**config.mk**
```make
export PLATFORM = sky130hd
export DESIGN_NAME = fpin_nan_unit
export DESIGN_NICKNAME = d
export VERILOG_FILES = /design/src/rtl/fpin_pkg.sv /design/src/rtl/fpin_lane.sv /design/src/rtl/fpin_nan_pick.sv /design/src/rtl/fpin_nan_unit.sv
export SDC_FILE = /design/constraint.sdc
export NUM_CORES = 1
export LEC_CHECK = 0
export ABC_AREA = 1
export BUFFER_PORTS_ARGS = -buffer_cell sky130_fd_sc_hd__buf_2
export CAP_MARGIN = 20
export CORE_MARGIN = 2
export CORE_UTILIZATION = 47
export DETAILED_ROUTE_END_ITERATION = 16
export HOLD_SLACK_MARGIN = 0.08
export PLACE_DENSITY = 0.78
export SLEW_MARGIN = 20
export SYNTH_ARGS = -nofsm -noshare
export SYNTH_HDL_FRONTEND = slang
export SYNTH_SLANG_ARGS = --single-unit
export TNS_END_PERCENT = 10
```
**constraint.sdc**
```tcl
create_clock -name clk -period 2.6 [get_ports clk]
set_input_delay 0.39 -clock clk [delete_from_list [all_inputs] [get_ports clk]]
set_output_delay 0.39 -clock clk [all_outputs]
set_load 0.02 [all_outputs]
```
**src/rtl/fpin_pkg.sv**
```systemverilog
package fpin_pkg;

    localparam int DW   = 64;
    localparam int H_EW = 5;
    localparam int H_FW = 10;
    localparam int S_EW = 8;
    localparam int S_FW = 23;
    localparam int D_EW = 11;
    localparam int D_FW = 52;
    localparam int H_W  = 1 + H_EW + H_FW;
    localparam int S_W  = 1 + S_EW + S_FW;
    localparam int D_W  = 1 + D_EW + D_FW;
    localparam int LANES = 2;

    typedef enum logic [1:0] {
        FMT_H   = 2'd0,
        FMT_S   = 2'd1,
        FMT_D   = 2'd2,
        FMT_RSV = 2'd3
    } fmt_e;

    typedef struct packed {
        logic fz;
        logic fz16;
        logic fiz;
        logic dn;
        logic ah;
    } ctl_t;

    typedef struct packed {
        logic nan;
        logic snan;
        logic qnan;
        logic denorm;
    } cls_t;

    function automatic logic [DW-1:0] ones_below(int n);
        return (DW'(1) << n) - DW'(1);
    endfunction

    function automatic logic [DW-1:0] width_mask(fmt_e f);
        case (f)
            FMT_H:   return ones_below(H_W);
            FMT_S:   return ones_below(S_W);
            default: return {DW{1'b1}};
        endcase
    endfunction

    function automatic logic [DW-1:0] frac_mask(fmt_e f);
        case (f)
            FMT_H:   return ones_below(H_FW);
            FMT_S:   return ones_below(S_FW);
            default: return ones_below(D_FW);
        endcase
    endfunction

    function automatic logic [DW-1:0] exp_mask(fmt_e f);
        case (f)
            FMT_H:   return ones_below(H_EW) << H_FW;
            FMT_S:   return ones_below(S_EW) << S_FW;
            default: return ones_below(D_EW) << D_FW;
        endcase
    endfunction

    function automatic logic [DW-1:0] sign_mask(fmt_e f);
        case (f)
            FMT_H:   return DW'(1) << (H_W - 1);
            FMT_S:   return DW'(1) << (S_W - 1);
            default: return DW'(1) << (D_W - 1);
        endcase
    endfunction

    function automatic logic [DW-1:0] quiet_mask(fmt_e f);
        case (f)
            FMT_H:   return DW'(1) << (H_FW - 1);
            FMT_S:   return DW'(1) << (S_FW - 1);
            default: return DW'(1) << (D_FW - 1);
        endcase
    endfunction

    function automatic logic [DW-1:0] default_nan(fmt_e f, logic neg);
        return exp_mask(f) | quiet_mask(f) | (neg ? sign_mask(f) : '0);
    endfunction

endpackage

```
**src/rtl/fpin_lane.sv**
```systemverilog
module fpin_lane
    import fpin_pkg::*;
(
    input  fmt_e          fmt,
    input  logic [DW-1:0] val,
    input  ctl_t          ctl,
    input  logic          exempt,
    output cls_t          cls,
    output logic [DW-1:0] cond,
    output logic          den_evt
);

    logic [DW-1:0] masked;
    logic [DW-1:0] exp_f;
    logic [DW-1:0] frac_f;
    logic          exp_max;
    logic          exp_zero;
    logic          frac_nz;
    logic          quiet;
    logic          is_half;
    logic          flush_en;
    logic          do_flush;

    always_comb begin
        masked   = val & width_mask(fmt);
        exp_f    = masked & exp_mask(fmt);
        frac_f   = masked & frac_mask(fmt);
        exp_max  = (exp_f == exp_mask(fmt));
        exp_zero = (exp_f == '0);
        frac_nz  = |frac_f;
        quiet    = |(masked & quiet_mask(fmt));

        cls.nan    = exp_max && frac_nz;
        cls.snan   = exp_max && frac_nz && !quiet;
        cls.qnan   = exp_max && quiet;
        cls.denorm = exp_zero && frac_nz;

        is_half  = (fmt == FMT_H);
        // half uses its own flush bit; wider formats flush on the input bit or on FZ without AH
        if (is_half) begin
            flush_en = ctl.fz16;
        end else begin
            flush_en = ctl.fiz || (ctl.fz && !ctl.ah);
        end
        do_flush = flush_en && !exempt && cls.denorm;

        cond    = do_flush ? (masked & sign_mask(fmt)) : masked;
        den_evt = do_flush && !is_half && ctl.fz && !ctl.ah;
    end

endmodule

```
**src/rtl/fpin_nan_pick.sv**
```systemverilog
module fpin_nan_pick
    import fpin_pkg::*;
(
    input  fmt_e          fmt,
    input  ctl_t          ctl,
    input  cls_t          a_cls,
    input  cls_t          b_cls,
    input  logic [DW-1:0] a_val,
    input  logic [DW-1:0] b_val,
    output logic          nan_hit,
    output logic          inv,
    output logic [DW-1:0] res
);

    logic          take_b;
    logic [DW-1:0] prop;

    always_comb begin
        nan_hit = a_cls.nan || b_cls.nan;
        inv     = a_cls.snan || b_cls.snan;

        if (ctl.ah) begin
            take_b = !a_cls.nan;
        end else if (a_cls.snan) begin
            take_b = 1'b0;
        end else if (b_cls.snan) begin
            take_b = 1'b1;
        end else begin
            take_b = !a_cls.qnan;
        end

        prop = (take_b ? b_val : a_val) | quiet_mask(fmt);

        if (!nan_hit) begin
            res = '0;
        end else if (ctl.dn) begin
            res = default_nan(fmt, ctl.ah);
        end else begin
            res = prop;
        end
    end

endmodule

```
**src/rtl/fpin_nan_unit.sv**
```systemverilog
module fpin_nan_unit
    import fpin_pkg::*;
(
    input  logic        clk,
    input  logic        rst,
    input  logic        in_valid,
    input  logic [1:0]  fmt,
    input  logic [63:0] op_a,
    input  logic [63:0] op_b,
    input  logic        ctl_fz,
    input  logic        ctl_fz16,
    input  logic        ctl_fiz,
    input  logic        ctl_dn,
    input  logic        ctl_ah,
    input  logic        exempt,
    output logic        out_valid,
    output logic [63:0] a_out,
    output logic [63:0] b_out,
    output logic        nan_valid,
    output logic [63:0] nan_res,
    output logic        denorm_evt,
    output logic        invalid_evt
);

    fmt_e          fmt_q;
    ctl_t          ctl;
    logic [DW-1:0] lane_in  [LANES];
    logic [DW-1:0] lane_out [LANES];
    cls_t          lane_cls [LANES];
    logic          lane_evt [LANES];
    logic          nan_hit;
    logic          inv_c;
    logic [DW-1:0] res_c;
    logic          evt_any;

    assign fmt_q      = fmt_e'(fmt);
    assign ctl        = '{fz: ctl_fz, fz16: ctl_fz16, fiz: ctl_fiz, dn: ctl_dn, ah: ctl_ah};
    assign lane_in[0] = op_a;
    assign lane_in[1] = op_b;

    for (genvar i = 0; i < LANES; i++) begin : g_lane
        fpin_lane lane_i (
            .fmt     (fmt_q),
            .val     (lane_in[i]),
            .ctl     (ctl),
            .exempt  (exempt),
            .cls     (lane_cls[i]),
            .cond    (lane_out[i]),
            .den_evt (lane_evt[i])
        );
    end

    fpin_nan_pick pick_i (
        .fmt     (fmt_q),
        .ctl     (ctl),
        .a_cls   (lane_cls[0]),
        .b_cls   (lane_cls[1]),
        .a_val   (lane_out[0]),
        .b_val   (lane_out[1]),
        .nan_hit (nan_hit),
        .inv     (inv_c),
        .res     (res_c)
    );

    assign evt_any = lane_evt[0] || lane_evt[1];

    always_ff @(posedge clk) begin
        if (rst) begin
            out_valid   <= 1'b0;
            a_out       <= '0;
            b_out       <= '0;
            nan_valid   <= 1'b0;
            nan_res     <= '0;
            denorm_evt  <= 1'b0;
            invalid_evt <= 1'b0;
        end else begin
            out_valid   <= in_valid;
            a_out       <= lane_out[0];
            b_out       <= lane_out[1];
            nan_valid   <= in_valid && nan_hit;
            nan_res     <= (in_valid && nan_hit) ? res_c : '0;
            denorm_evt  <= in_valid && evt_any;
            invalid_evt <= in_valid && inv_c;
        end
    end

endmodule

```
# Word-level counts from Yosys, hierarchy flattened
# Index checks and enable logic that the tools add are counted.
# totals
in_bits	139
reg_bits	196
wordCells	84
out_inout_bits	196
# classes
n_reduce_logical	39
mux	20
n_eq_ne	3
n_bitwise	15
# ops
op	n
64-bit two-way mux	11
64-bit AND	7
64-bit case mux with 2 select lines	2
64-bit OR reduction	4
52-bit case mux with 2 select lines	2
64-bit by 52-bit AND with 64-bit output	2
64-bit logical NOT	2
64-bit OR	2
63-bit case mux with 2 select lines	1
64-bit by 63-bit AND with 64-bit output	1
64-bit by 63-bit == test with 1-bit output	1
64-bit == test	1
64-bit by 52-bit OR with 64-bit output	1
1-bit logical AND	20
1-bit logical NOT	7
1-bit logical OR	4
1-bit two-way mux	4
3-bit OR reduction	1
2-bit by 1-bit == test with 1-bit output, second input constant	1
2-bit logical NOT	1
1-bit inverter	2

# Depth between registers and ports, before layout
# depth
ltp_word	13
ltp_mapped	17

# Cells and area by module
# A second synthesis with hierarchy kept.
# hier_totals
hier_cells	1602
area_unflattened_um2	9648.0
# by_module_without_submodules
mod	area_per_inst_um2	n_inst	cells_per_inst
fpin_nan_unit	5516.5	1	610
fpin_lane	1276.2	2	307
fpin_nan_pick	1579.0	1	378

# Worst setup path before layout
# No wires, ideal clock.
# synth_timing
path_kind	input to register
start	input port fmt[1]
end	register nan_res[23]
stages	14
setup_time_ns	0.117
arrival_ns	1.897
n_path_buf	4
path_slack_ns	0.587
required_ns	2.483
cell_sequence	buf_6 buf_4 buf_6 nand2_1 o21ai_0 nor2_1 nand3_1 nor2_1 nand3_2 buf_2 nand3_1 nand2_1 nand3_1 nand2_1
# synth_via
elab_chain_cells	13
# synth_lines
item	line	rtl
start, declared	fpin_nan_unit.sv:7	input logic [1:0] fmt,
2-bit by 1-bit == test with 1-bit output or 2-bit logical NOT (tied branches)	-	
64-bit case mux with 2 select lines	fpin_pkg.sv:42	case (f)
64-bit AND	fpin_lane.sv:25	masked = val & width_mask(fmt);
64-bit AND (tied with other cells)	fpin_lane.sv:26	exp_f = masked & exp_mask(fmt);
64-bit == test (tied with other cells)	fpin_lane.sv:28	exp_max = (exp_f == exp_mask(fmt));
1-bit logical AND (tied with other cells)	fpin_lane.sv:35	cls.qnan = exp_max && quiet;
1-bit logical NOT or 1-bit logical AND (tied branches)	fpin_nan_pick.sv:29, fpin_lane.sv:34	
1-bit two-way mux	fpin_nan_pick.sv:26	end else if (b_cls.snan) begin
1-bit two-way mux	fpin_nan_pick.sv:24	end else if (a_cls.snan) begin
1-bit two-way mux	fpin_nan_pick.sv:22	if (ctl.ah) begin
64-bit two-way mux	fpin_nan_pick.sv:32	prop = (take_b ? b_val : a_val) | quiet_mask(fmt);
64-bit by 52-bit OR with 64-bit output	fpin_nan_pick.sv:32	
64-bit two-way mux	fpin_nan_pick.sv:36	end else if (ctl.dn) begin
end signal, assigned	fpin_nan_unit.sv:81	nan_res <= (in_valid && nan_hit) ? res_c : '0;
end, declared	fpin_nan_unit.sv:20	output logic [63:0] nan_res,
# Several ways; a longest one is shown, not always the timed one. The select of a mux whose other input is x is not followed.
# A chain may end at the register's enable or synchronous reset.

# Worst setup path in the final report
# layout_timing
start	input port fmt[1]
end	register nan_res[56]
# The elaborated chain is that of the path after synthesis.

==> results.yml <==
grt:
  grt_pass1_vias: 7308
  grt_max_degree: 66
  grtUsageMet1_pct: 36.4
  grt_first_pass_wirelength_um: 38400
  grt_use_met2_pct: 52.6
  grt.overflow.total: 0
  grt_usage_pct: 30.0
  met3_usage_pct: 5.99
  antenna_found_initial: 2
  gr-max-usage-layer: "met2"
timing:
  whs_ps: 210
  relSlewSlack_pct: 61.7
  min_period_ps: 2390
  fmax_ghz: 0.419
  setup_viol: 0
  max_slew.worst_pin.slew_ps: 575
  grt_setup_unrepaired: "false"
  fin_crit_sh_pct: 91.8
  hold_violations: 0
  slew_viol_final: 0
hold_path:
  hp-class: "primary input to register"
  whs_path_depth: 3
finish:
  final_cells: 1549
  fillerInstances: 1398
  area_growth_pct: 34.6
  multi_input_area_mm2: 0.00294
  drive_above_1_share_pct: 31.4
  fin_area_mm2: 0.00999
  seqCellArea_mm2: 0.00392
  final_util_pct: 65.3
  nNetsFinal: 1463
worst_setup_path:
  cpPeakStageDelay_ps: 390
  path_cells: "buf_2, buf_12, nand4_1, nor3_1, buf_4, a21oi_1, nor2_4, nand2_4, inv_2, nand2_1, nand3_1, buf_4, nand2_1"
  crit_arrival_ps: 2690
  critical_path.max_fanout: 65
  worstSetupEndpointType: "register"
  startpoint_type: "primary input"
  critPathRequiredTime_ps: 2900
  crit_type: "primary input to register"
  slowest_stage: "nor3_1"
placement:
  hpwl_um: 20200
  gp_congestion: 0.899
  placed_area_mm2: 0.00939
  portBuffers: 334
  dp_cells: 1516
die:
  ios: 335
  die_area_mm2: 0.0168
  start_util_pct: 48.5
  core_area_mm2: 0.0153
  rows: 45
  dieWidth_um: 130
  die_h_um: 130
clock_tree:
  clk_pin_slew_ps: 70
  htree_levels: 4
  cts_buffer_depth: 2
  cts_made_buffers: 17
  cts_hold_buf: 0
  cts_setup_buffers: 0
  cts_resized: 0
  cts_sinks: 196
  cts_tree: "built"
  cts_root_buffer: "clkbuf_16"
synthesis:
  synth-simple-area-share_pct: 33.8
  ys_seq_area_share_pct: 52.8
  synth_top_family_by_area: "simple AND/OR/NAND/NOR gates"
  yosys.area_share.adder_pct: 0
  netlist_instances: 991
  syn_area_mm2: 0.00743
  synth_mux_area_share_pct: 0
  syn_area_per_cell_um2: 7.49
  syn-num-nets: 1130
  synth-seq-cells: 196
  synth-xor-area-share_pct: 0
  yosys_warnings: 0
  ys_types: 26
  synth-compound-area-share_pct: 5.80
pwr:
  vdd_ir_drop_max_uv: 413
  power.density_mw_per_mm2: 667
  p_total_mw: 6.66
  p_leak_nw: 5.47
route:
  num_vias: 7948
  postRouteAntennaNets: 0
  drt-vias-per-instance: 5.13
  dr.pass1.iters: 7
  wirelength_um: 26200
  routedWlPerCell_um: 16.9
  drt_first_iter_violations: 674
  drc: 0
flow_run:
  maxCapViolCount: 0
outcome:
  status: "complete, no violations"
-- sequential cells by signal (all words and copies together) (netlist names) --
signal and flops:
a_out 64, b_out 64, denorm_evt 1, invalid_evt 1, nan_res 64, nan_valid 1
out_valid 1
-- per-stage QoR --
step                      TNS (ps)  worst slack (ps)
final                            0               212
after global placement       -4090              -136
after global routing             0              56.1
after floorplan                  0               587
after detailed placement     -5330              -175
after CTS                        0               246
-- power by group --
part,internal [mW],leakage [nW],switching [mW]
logic,0.303,3.57,0.594
clock network,1.41,0.292,1.22
registers,3.11,1.61,0.0300
total,4.82,5.47,1.84
-- critical path: cells and delay by family --
kind	cells	cell delay (ps)
AOI/OAI and AO/OA	1	60
and+or+nand+nor	7	1130
buffers and inverters	5	1030
-- synth_stat cells, drive strengths merged --
library cell  number  area share, %
clkbuf            21            1.1
nand4             23            2.1
a21oi             51            3.4
nor3b              6           0.61
nor3              16            1.1
buf               36            3.3
o31ai              1           0.10
nor2             202             11
nand2            244             13
dfxtp            196             53
nand3             98            6.7
o21ai             32            2.2
a211oi             1           0.10
and3               1          0.084
inv               63            3.2
-- cell type report --
class / count / area share [%]
flip-flops and latches: 196 / 39.3
repair buffers: 371 / 20.3
inverters: 63 / 2.37
clock buffers: 19 / 4.53
multi-input cells: 675 / 29.4
well taps: 211 / 2.64
diodes: 1 / 0.0250
clock inverters: 13 / 1.44
-- worst paths after layout --
| check | start | end | slack (ps) |
|---|---|---|---|
| max | fmt[1] | nan_res[56] | 210 |
| min | op_b[61] | b_out[61] | 210 |
-- per-layer routing --
layer  vias to the layer above  part of all wire, %
met3                        51                  9.1
met4                         2                  2.6
li1                       3819                    -
met2                       442                   50
met5                         -                0.042
met1                      3634                   39
-- logic make-up (layout without fill, tap and decap cells) --
family | Yosys count | after routing
buf+inv | 120 | 466
other cells | 0 | 1
simple gates | 590 | 590
compound gates | 85 | 85
flops | 196 | 196
-- cells in the final DEF, fill, tap and decap left out, types with 2 or more instances in the layout --
master     netlist  layout
dfxtp_1        196     196
nor2_4           4       4
clkinv_8         0       2
buf_4            5      32
inv_1           58      58
nand4_1         22      22
o21ai_0         27      27
buf_12           0       6
clkinv_4         0       3
buf_2           18     333
inv_6            0       3
a21oi_1         51      51
clkinv_2         0       2
o21ai_1          5       5
nand2_2          3       3
nor3_1          16      16
nand3_1         96      96
nor3b_1          6       6
clkbuf_8         0       2
clkbuf_16        0      17
inv_2            5       5
nand2_1        240     240
nand3_2          2       2
nor2_1         197     197
(Power assumes the default switching activity.)
